$ cat config.mk
export PLATFORM = sky130hd
export DESIGN_NAME = iobus_seq
export DESIGN_NICKNAME = d
export VERILOG_FILES = /design/src/rtl/iobus_seq_pkg.sv /design/src/rtl/iobus_seq_win.sv /design/src/rtl/iobus_seq.sv
export SDC_FILE = /design/constraint.sdc
export NUM_CORES = 1
export LEC_CHECK = 0
export BUFFER_PORTS_ARGS = -buffer_cell sky130_fd_sc_hd__buf_2
export CAP_MARGIN = 20
export CORE_MARGIN = 1
export CORE_UTILIZATION = 49
export DETAILED_ROUTE_END_ITERATION = 10
export PLACE_DENSITY_LB_ADDON = 0.12
export SYNTH_ARGS = -nofsm -noshare
export SYNTH_HDL_FRONTEND = slang
export SYNTH_HIERARCHICAL = 1
export SYNTH_SLANG_ARGS = --single-unit
$ cat constraint.sdc
create_clock -name clk -period 2.4 [get_ports clk]
set_clock_uncertainty 0.1 [all_clocks]
set_input_delay 0.36 -clock clk [delete_from_list [all_inputs] [get_ports clk]]
set_output_delay 0.36 -clock clk [all_outputs]
set_load 0.02 [all_outputs]
$ cat src/rtl/iobus_seq_pkg.sv
package iobus_seq_pkg;

    typedef enum logic [1:0] {
        ST_IDLE,
        ST_ADDR,
        ST_POST,
        ST_DONE
    } seq_state_t;

    localparam logic [2:0] CMD_MODE = 3'd0;
    localparam logic [2:0] CMD_TEST = 3'd1;
    localparam logic [2:0] CMD_IN   = 3'd2;
    localparam logic [2:0] CMD_OUT  = 3'd3;
    localparam logic [2:0] CMD_MASK = 3'd4;

endpackage

$ cat src/rtl/iobus_seq_win.sv
module iobus_seq_win #(
    parameter int CNT_W = 9,
    parameter int START = 150,
    parameter int LEN   = 20
) (
    input  logic [CNT_W-1:0] cnt,
    input  logic             en,
    output logic             on
);
    localparam logic [CNT_W:0] LO = (CNT_W+1)'(START);
    localparam logic [CNT_W:0] HI = (CNT_W+1)'(START + LEN);

    always_comb begin
        on = en && ({1'b0, cnt} >= LO) && ({1'b0, cnt} < HI);
    end
endmodule

$ cat src/rtl/iobus_seq.sv
module iobus_seq
    import iobus_seq_pkg::*;
#(
    parameter int ADDR_W     = 10,
    parameter int DATA_W     = 16,
    parameter int FRAME_CYC  = 300,
    parameter int REPLY_AT   = 120,
    parameter int CAPTURE_AT = 230,
    parameter int PULSE_W    = 20
) (
    input  logic              clk,
    input  logic              rst_n,
    input  logic              req_valid,
    input  logic [2:0]        req_cmd,
    input  logic [ADDR_W-1:0] req_addr,
    input  logic [DATA_W-1:0] req_wdata,
    output logic              busy,
    output logic              done,
    output logic              skip,
    output logic [DATA_W-1:0] rd_data,
    output logic [ADDR_W-1:0] adb_n,
    output logic [DATA_W-1:0] otb_n,
    input  logic [DATA_W-1:0] inb_n,
    input  logic              reply_n,
    output logic              cmd_stb_n,
    output logic              rdy_clr_n,
    output logic              wr_stb_n,
    output logic              mask_stb_n
);
    localparam int CNT_W  = $clog2(FRAME_CYC + 1);
    localparam int MID_AT = FRAME_CYC / 2;
    localparam logic [CNT_W-1:0] REPLY_C = CNT_W'(REPLY_AT);
    localparam logic [CNT_W-1:0] CAPT_C  = CNT_W'(CAPTURE_AT);
    localparam logic [CNT_W-1:0] LAST_C  = CNT_W'(FRAME_CYC - 1);

    seq_state_t        st, st_nx;
    logic [CNT_W-1:0]  cnt;
    logic [2:0]        cmd_q;
    logic [ADDR_W-1:0] addr_q;
    logic [DATA_W-1:0] wdata_q;
    logic              hit_q;
    logic              skip_q;
    logic [DATA_W-1:0] rdata_q;
    logic              in_frame;
    logic              mid_on, late_on;
    logic              samples_reply;

    always_comb begin
        st_nx = st;
        unique case (st)
            ST_IDLE: if (req_valid)      st_nx = ST_ADDR;
            ST_ADDR: if (cnt == REPLY_C) st_nx = ST_POST;
            ST_POST: if (cnt == LAST_C)  st_nx = ST_DONE;
            ST_DONE:                     st_nx = ST_IDLE;
        endcase
    end

    always_ff @(posedge clk or negedge rst_n) begin
        if (!rst_n) st <= ST_IDLE;
        else        st <= st_nx;
    end

    assign samples_reply = (cmd_q == CMD_TEST) || (cmd_q == CMD_IN) || (cmd_q == CMD_OUT);

    always_ff @(posedge clk or negedge rst_n) begin
        if (!rst_n) begin
            cnt     <= '0;
            cmd_q   <= '0;
            addr_q  <= '0;
            wdata_q <= '0;
            hit_q   <= 1'b0;
            skip_q  <= 1'b0;
            rdata_q <= '0;
        end else begin
            if (st == ST_IDLE && req_valid) begin
                cnt     <= '0;
                cmd_q   <= req_cmd;
                addr_q  <= req_addr;
                wdata_q <= req_wdata;
                hit_q   <= 1'b0;
                skip_q  <= 1'b0;
            end else if (st == ST_ADDR || st == ST_POST) begin
                cnt <= cnt + 1'b1;
            end
            if (st == ST_ADDR && cnt == REPLY_C && samples_reply) begin
                hit_q  <= ~reply_n;
                skip_q <= ~reply_n;
            end
            if (st == ST_POST && cnt == CAPT_C && hit_q && cmd_q == CMD_IN) begin
                rdata_q <= ~inb_n;
            end
        end
    end

    assign in_frame = (st == ST_ADDR) || (st == ST_POST);

    iobus_seq_win #(.CNT_W(CNT_W), .START(MID_AT), .LEN(PULSE_W)) u_win_mid (
        .cnt(cnt), .en(in_frame), .on(mid_on)
    );
    iobus_seq_win #(.CNT_W(CNT_W), .START(CAPTURE_AT), .LEN(PULSE_W)) u_win_late (
        .cnt(cnt), .en(in_frame), .on(late_on)
    );

    always_comb begin
        busy       = (st != ST_IDLE);
        done       = (st == ST_DONE);
        skip       = skip_q;
        rd_data    = rdata_q;
        adb_n      = in_frame ? ~addr_q : '1;
        otb_n      = (in_frame && (cmd_q == CMD_OUT || cmd_q == CMD_MASK)) ? ~wdata_q : '1;
        cmd_stb_n  = ~(mid_on && cmd_q == CMD_MODE);
        mask_stb_n = ~(mid_on && cmd_q == CMD_MASK);
        rdy_clr_n  = ~(late_on && hit_q && cmd_q == CMD_IN);
        wr_stb_n   = ~(late_on && hit_q && cmd_q == CMD_OUT);
    end
endmodule

Word level (Yosys, flattened, before mapping) --
Index checks and enable logic that the tools add are counted.
Storage, ports and cells: register bits 57, bits of input ports 49
Operators by class: reductions and logical operators 26, bitwise logic cells 8, order comparisons 4, equality and inequality tests 13, muxes and demuxes 10, add/sub/neg operators 1
Operators by type and width (count):
- 16-bit NOT | 2
- 9-bit by 8-bit >= comparator with 1-bit output (second input constant) | 2
- 9-bit by 8-bit less-than comparator with 1-bit output (second input constant) | 2
- 9-bit two-way mux | 2
- 1-bit logical AND | 16
- 16-bit two-way mux | 1
- 10-bit two-way mux | 1
- 10-bit NOT | 1
- 9-bit by 1-bit adder with 9-bit output (second input constant) | 1
- 9-bit by 7-bit equality test with 1-bit output (second input constant) | 1
- 9-bit by 8-bit equality test with 1-bit output (second input constant) | 1
- 9-bit equality test (second input constant) | 1
- 2-bit one-hot mux with 4 select lines | 1
- 3-bit by 2-bit equality test with 1-bit output (second input constant) | 2
- 2-bit two-way mux | 3
- 2-bit inequality test (second input constant) | 3
- 2-bit nonzero test | 3
- 1-bit NOT | 5
- 2-bit equality test (second input constant) | 2
- 1-bit logical OR | 4
- 3-bit by 1-bit equality test with 1-bit output (second input constant) | 1
- 3-bit equality test (second input constant) | 1
- 3-bit logical NOT | 1
- 3-bit AND reduction | 1
- 3 further kinds | 4

Logic depth before layout (Yosys ltp) --
word-level depth 7, gate-level depth with buffers 7, gate-level depth less buffers 6

Cells and area by module --
The synthesis kept the hierarchy.
By module, submodules not included:
- iobus_seq | times used 1, area each 2580.0 um^2, sequential area each 1426.4 um^2, cells an instance 221
- iobus_seq_win at u_win_mid | times used 1, area each 46.3 um^2, sequential area each 0.0 um^2, cells an instance 6
- iobus_seq_win at u_win_late | times used 1, area each 36.3 um^2, sequential area each 0.0 um^2, cells an instance 4

Least setup slack after synthesis --
OpenSTA, ideal clock, no wires.
path type register -> output, start register st[0], end output mask_stb_n, arrival time 1546 ps, buffers on the path 0, data required time 1940 ps, slack 394 ps, stages on the path, launching flop included 6, cell sequence dfrtp_1 inv_1 ha_1 or4bb_1 a21oi_2 nand3_1
On the way: cells in the longest elaborated chain, start to end 6, elaborated cells on any way between the ends 7
Ends and longest elaborated chain:
- start: declaration | line iobus_seq.sv:36 | seq_state_t st, st_nx;
- start signal: assignment | line iobus_seq.sv:60 | else st <= st_nx;
- 2-bit by 1-bit equality test with 1-bit output or 2-bit equality test (tied branches) | line iobus_seq.sv:95 | assign in_frame = (st == ST_ADDR) || (st == ST_POST);
- 1-bit logical OR * | line iobus_seq.sv:95
- via in_frame | line iobus_seq.sv:44 | logic in_frame;
- 1-bit logical AND * (2 in a row) | line iobus_seq_win.sv:14 | on = en && ({1'b0, cnt} >= LO) && ({1'b0, cnt} < HI);
- via mid_on | line iobus_seq.sv:45 | logic mid_on, late_on;
- 1-bit logical AND * | line iobus_seq.sv:112 | mask_stb_n = ~(mid_on && cmd_q == CMD_MASK);
- 1-bit NOT * | line iobus_seq.sv:112
- end: declaration | line iobus_seq.sv:28 | output logic mask_stb_n
Mark *: on every way through the listed nets, which the timed path passes. The rest lies on a longest branch.

Worst setup path in the final report --
start register st[1], end output cmd_stb_n
On the way: cells in the longest elaborated chain, start to end 6, elaborated cells on any way between the ends 7
Ends and longest elaborated chain:
- 2-bit by 1-bit equality test with 1-bit output or 2-bit equality test (tied branches) | line iobus_seq.sv:95
- 1-bit logical OR * | line iobus_seq.sv:95
- via in_frame | line iobus_seq.sv:44
- 1-bit logical AND * (2 in a row) | line iobus_seq_win.sv:14
- via mid_on | line iobus_seq.sv:45
- 1-bit logical AND * | line iobus_seq.sv:111 | cmd_stb_n = ~(mid_on && cmd_q == CMD_MODE);
- 1-bit NOT * | line iobus_seq.sv:111
- end: declaration | line iobus_seq.sv:25 | output logic cmd_stb_n,
Marked as above.

==> results.md <==
* TritonCTS clock tree: yes
* Hold Path End: rd_data[14]
* Fin crit share at 98.1%
* Nets at 396
* Worst slew margin at 64.1%
* NetSw at 1590 uW
* Footprint of the multi-input gates at 1180 um^2
* Initial antenna violation count at 0
* Most frequent cells in the layout: buf_2 (95), dfrtp_1 (57), nand2_1 (35), mux2_2 (29), o21ai_0 (18)
* Synth cell types at 42
* Worst Setup Start Kind: register
* Worst Setup SP: st[1]
* Power density cells at 1200 nW/um^2
* Vias in the first global route at 1,850
* Worst Path Required at 1.94 ns
* Reg2reg start: cnt[1]
* Crit end category: output port
* CP Max Fanout at 2
* Hold Fails Final Rpt at 0
* Pre-CTS setup slack at 0.284 ns
* Sw frac at 37.4%
* DRT Wirelength at 5.50 mm
* Gate power share at 42.0%
* Period minus WS final at 2.35 ns
* RR Endpoint: st[1]
* Die footprint at 5730 um^2
* Internal at 2650 uW
* Status: complete, no violations
* Post-synthesis sequential area ratio at 53.6%
* H-Tree Depth at 3
* Avg Cell Area, Syn at 11.5 um^2
* Largest net degree at the start of global routing at 37
* Top cell type's share of synthesized area at 53.6%
* 1st-iter DRT viols at 115
* Mapped Cells at 231
* Kind of critical path: register to output port
* Antenna diode count at 0
* Final setup viols at 0
* Die Height at 75.7 um
* Post-route setup slack at 0.0454 ns
* Core area at 5170 um^2
* Total gr overflow at 0
* Pre-antenna DRT Iters at 4
* First-pass GRT wire length at 8.40 mm
* Max rail drop VDD at 0.000844 V
* FILL cells at 403
* Hold Crit Start: inb_n[14]
* PortBufs at 97
* R2r setup slk at 0.51 ns
* Post-DP HPWL at 3.84 mm
* Slew at the pin closest to its max-slew limit at 0.538 ns
* Max-slew violation count at 0
* F_max at 425 MHz
* GRT Overall Usage at 20.4%
* CTS sink cnt at 57
* Yosys warnings at 6
* Sequential share of power at 36.2%
* Seq. cell area at 1430 um^2
* RePlAce Congestion at 0.791
* Critical Path AT at 1.89 ns
* Hold Crit Depth at 2
* Total power draw at 4230 uW
* DRC errors left at 0
* CTS Buffer Depth at 2
* Commonest non-fill, non-tap cell in the layout: buf_2
* Via/cell ratio at 4.96
* Drt wl/cell at 13.2 um
* Syn nets at 287
* Worst-path clk slew at 0.07 ns
* LEAKAGE at 0.00163 uW
* Yosys top cell by area: dfrtp_1
* Worst R2R Path Depth at 6
* Clock Tree Root: clkbuf_8
* #FFs+latches synth at 57
* Num ports at 98
* Layout cell share with drive strength beyond 1 at 50.7%
* Max-cap violation count at 0
* HP Class: input port to register
* DR vias at 2,057
* Die width at 75.7 um
* ANT nets after route at 0
* Std cell rows at 26
* Syn Std Cell Area at 2660 um^2
* CTS Buf Count at 9
* Top cells by area, synth: dfrtp_1 (54%), mux2_2 (12%), nand2_1 (4.9%), o21ai_0 (3.4%), ha_1 (3.3%)
* Worst-skew pair later-pin latency at 0.33 ns
* Clk pwr share at 21.8%
* Starting Density at 51.5%
* Area Overhead vs Synth at 32.6%
state kept, by name, indices dropped and copies added, names as in the netlist:
signal	count
rd_data	16
wdata_q	16
addr_q	10
cnt	9
cmd_q	3
st	2
skip	1
routing by layer:
layer / up-vias / GRT usage (%) / wire [um]
li1: 1017 / - / -
met4: 0 / 11.1 / 98
met5: - / 0 / 0
met1: 962 / 27.0 / 2570
met3: 11 / 5.69 / 326
met2: 67 / 30.4 / 2500
critical path: stages (launching register included):
cell and delay, ns:
dfrtp_1 0.37, inv_2 0.07, ha_4 0.27, or4bb_4 0.47, a21oi_4 0.14, nand3b_1 0.10
buf_6 0.14
kinds of logic after synthesis:
| kind of cell | synth area share [%] |
|---|---|
| simple gates | 17.3 |
| flops | 53.6 |
| mux | 13.4 |
| compound gates | 6.77 |
| buf+inv | 3.29 |
| xor+xnor | 2.30 |
| fa+ha+maj | 3.29 |
cell type report:
type	instances	area share, %
well taps	70	2.48
clock buffers	12	4.39
inverters	6	0.638
flip-flops and latches	57	40.4
repair buffers	108	17.1
clock inverters	4	1.45
multi-input cells	158	33.6
how the worst max path moves through the flow:
| stage | endpoint | slack [ns] |
|---|---|---|
| after floorplan | mask_stb_n | 0.39 |
| after detailed placement | otb_n[4] | 0.28 |
| final | cmd_stb_n | 0.05 |
| after global placement | mask_stb_n | 0.32 |
| after CTS | mask_stb_n | 0.003 |
| after global routing | cmd_stb_n | -0.04 |
power groups by stage:
stage | logic [uW] | registers [uW] | clock network [uW]
finish | 1780 | 1530 | 924
global route | 1950 | 1580 | 986
CTS | 1720 | 1530 | 944
detailed placement | 1670 | 1560 | 0
global placement | 1630 | 1540 | 0
floorplan | 1280 | 1480 | 0
cells in the mapped netlist, drive strengths merged:
cell     n
a21boi   2
o21ai   19
nand2   45
clkbuf   2
xor2     5
buf      8
nand4    4
and4     2
o32a     1
or4bb    1
a221oi   1
or3      1
nand3b   4
nor4b    1
and4bb   3
a21oi    3
o211ai   1
nand3    4
mux2i    2
and3     1
inv      6
or3b     2
xnor2    2
dfrtp   57
nor2b    1
nand4b   1
a211oi   1
nor2    12
mux2    30
nor3b    1
ha       7
and3b    1
stage by stage:
step / setup TNS [ns] / instance area, um^2 / std cells / util [%] / hold WS (ns)
2_1_floorplan: 0 / 2660 / 231 / - / -0.0356
3_3_place_gp: 0 / 3240 / 394 / 62.6 / 0.270
3_5_place_dp: 0 / 3240 / 394 / 62.6 / 0.273
4_1_cts: 0 / 3470 / 413 / 67.1 / 0.0901
5_1_grt: -0.0683 / 3530 / 415 / 68.3 / 0.100
6_report: 0 / 3530 / 415 / 68.3 / 0.103
repair_timing:
action	CTS	global route
setup buffers	2	2
gates resized for setup	1	10
hold buffers	1	0
hold endpoints to repair	21	0
pin swaps	0	1
setup endpoints to repair	18	18
No activity file was read; power rests on OpenSTA's default activity.
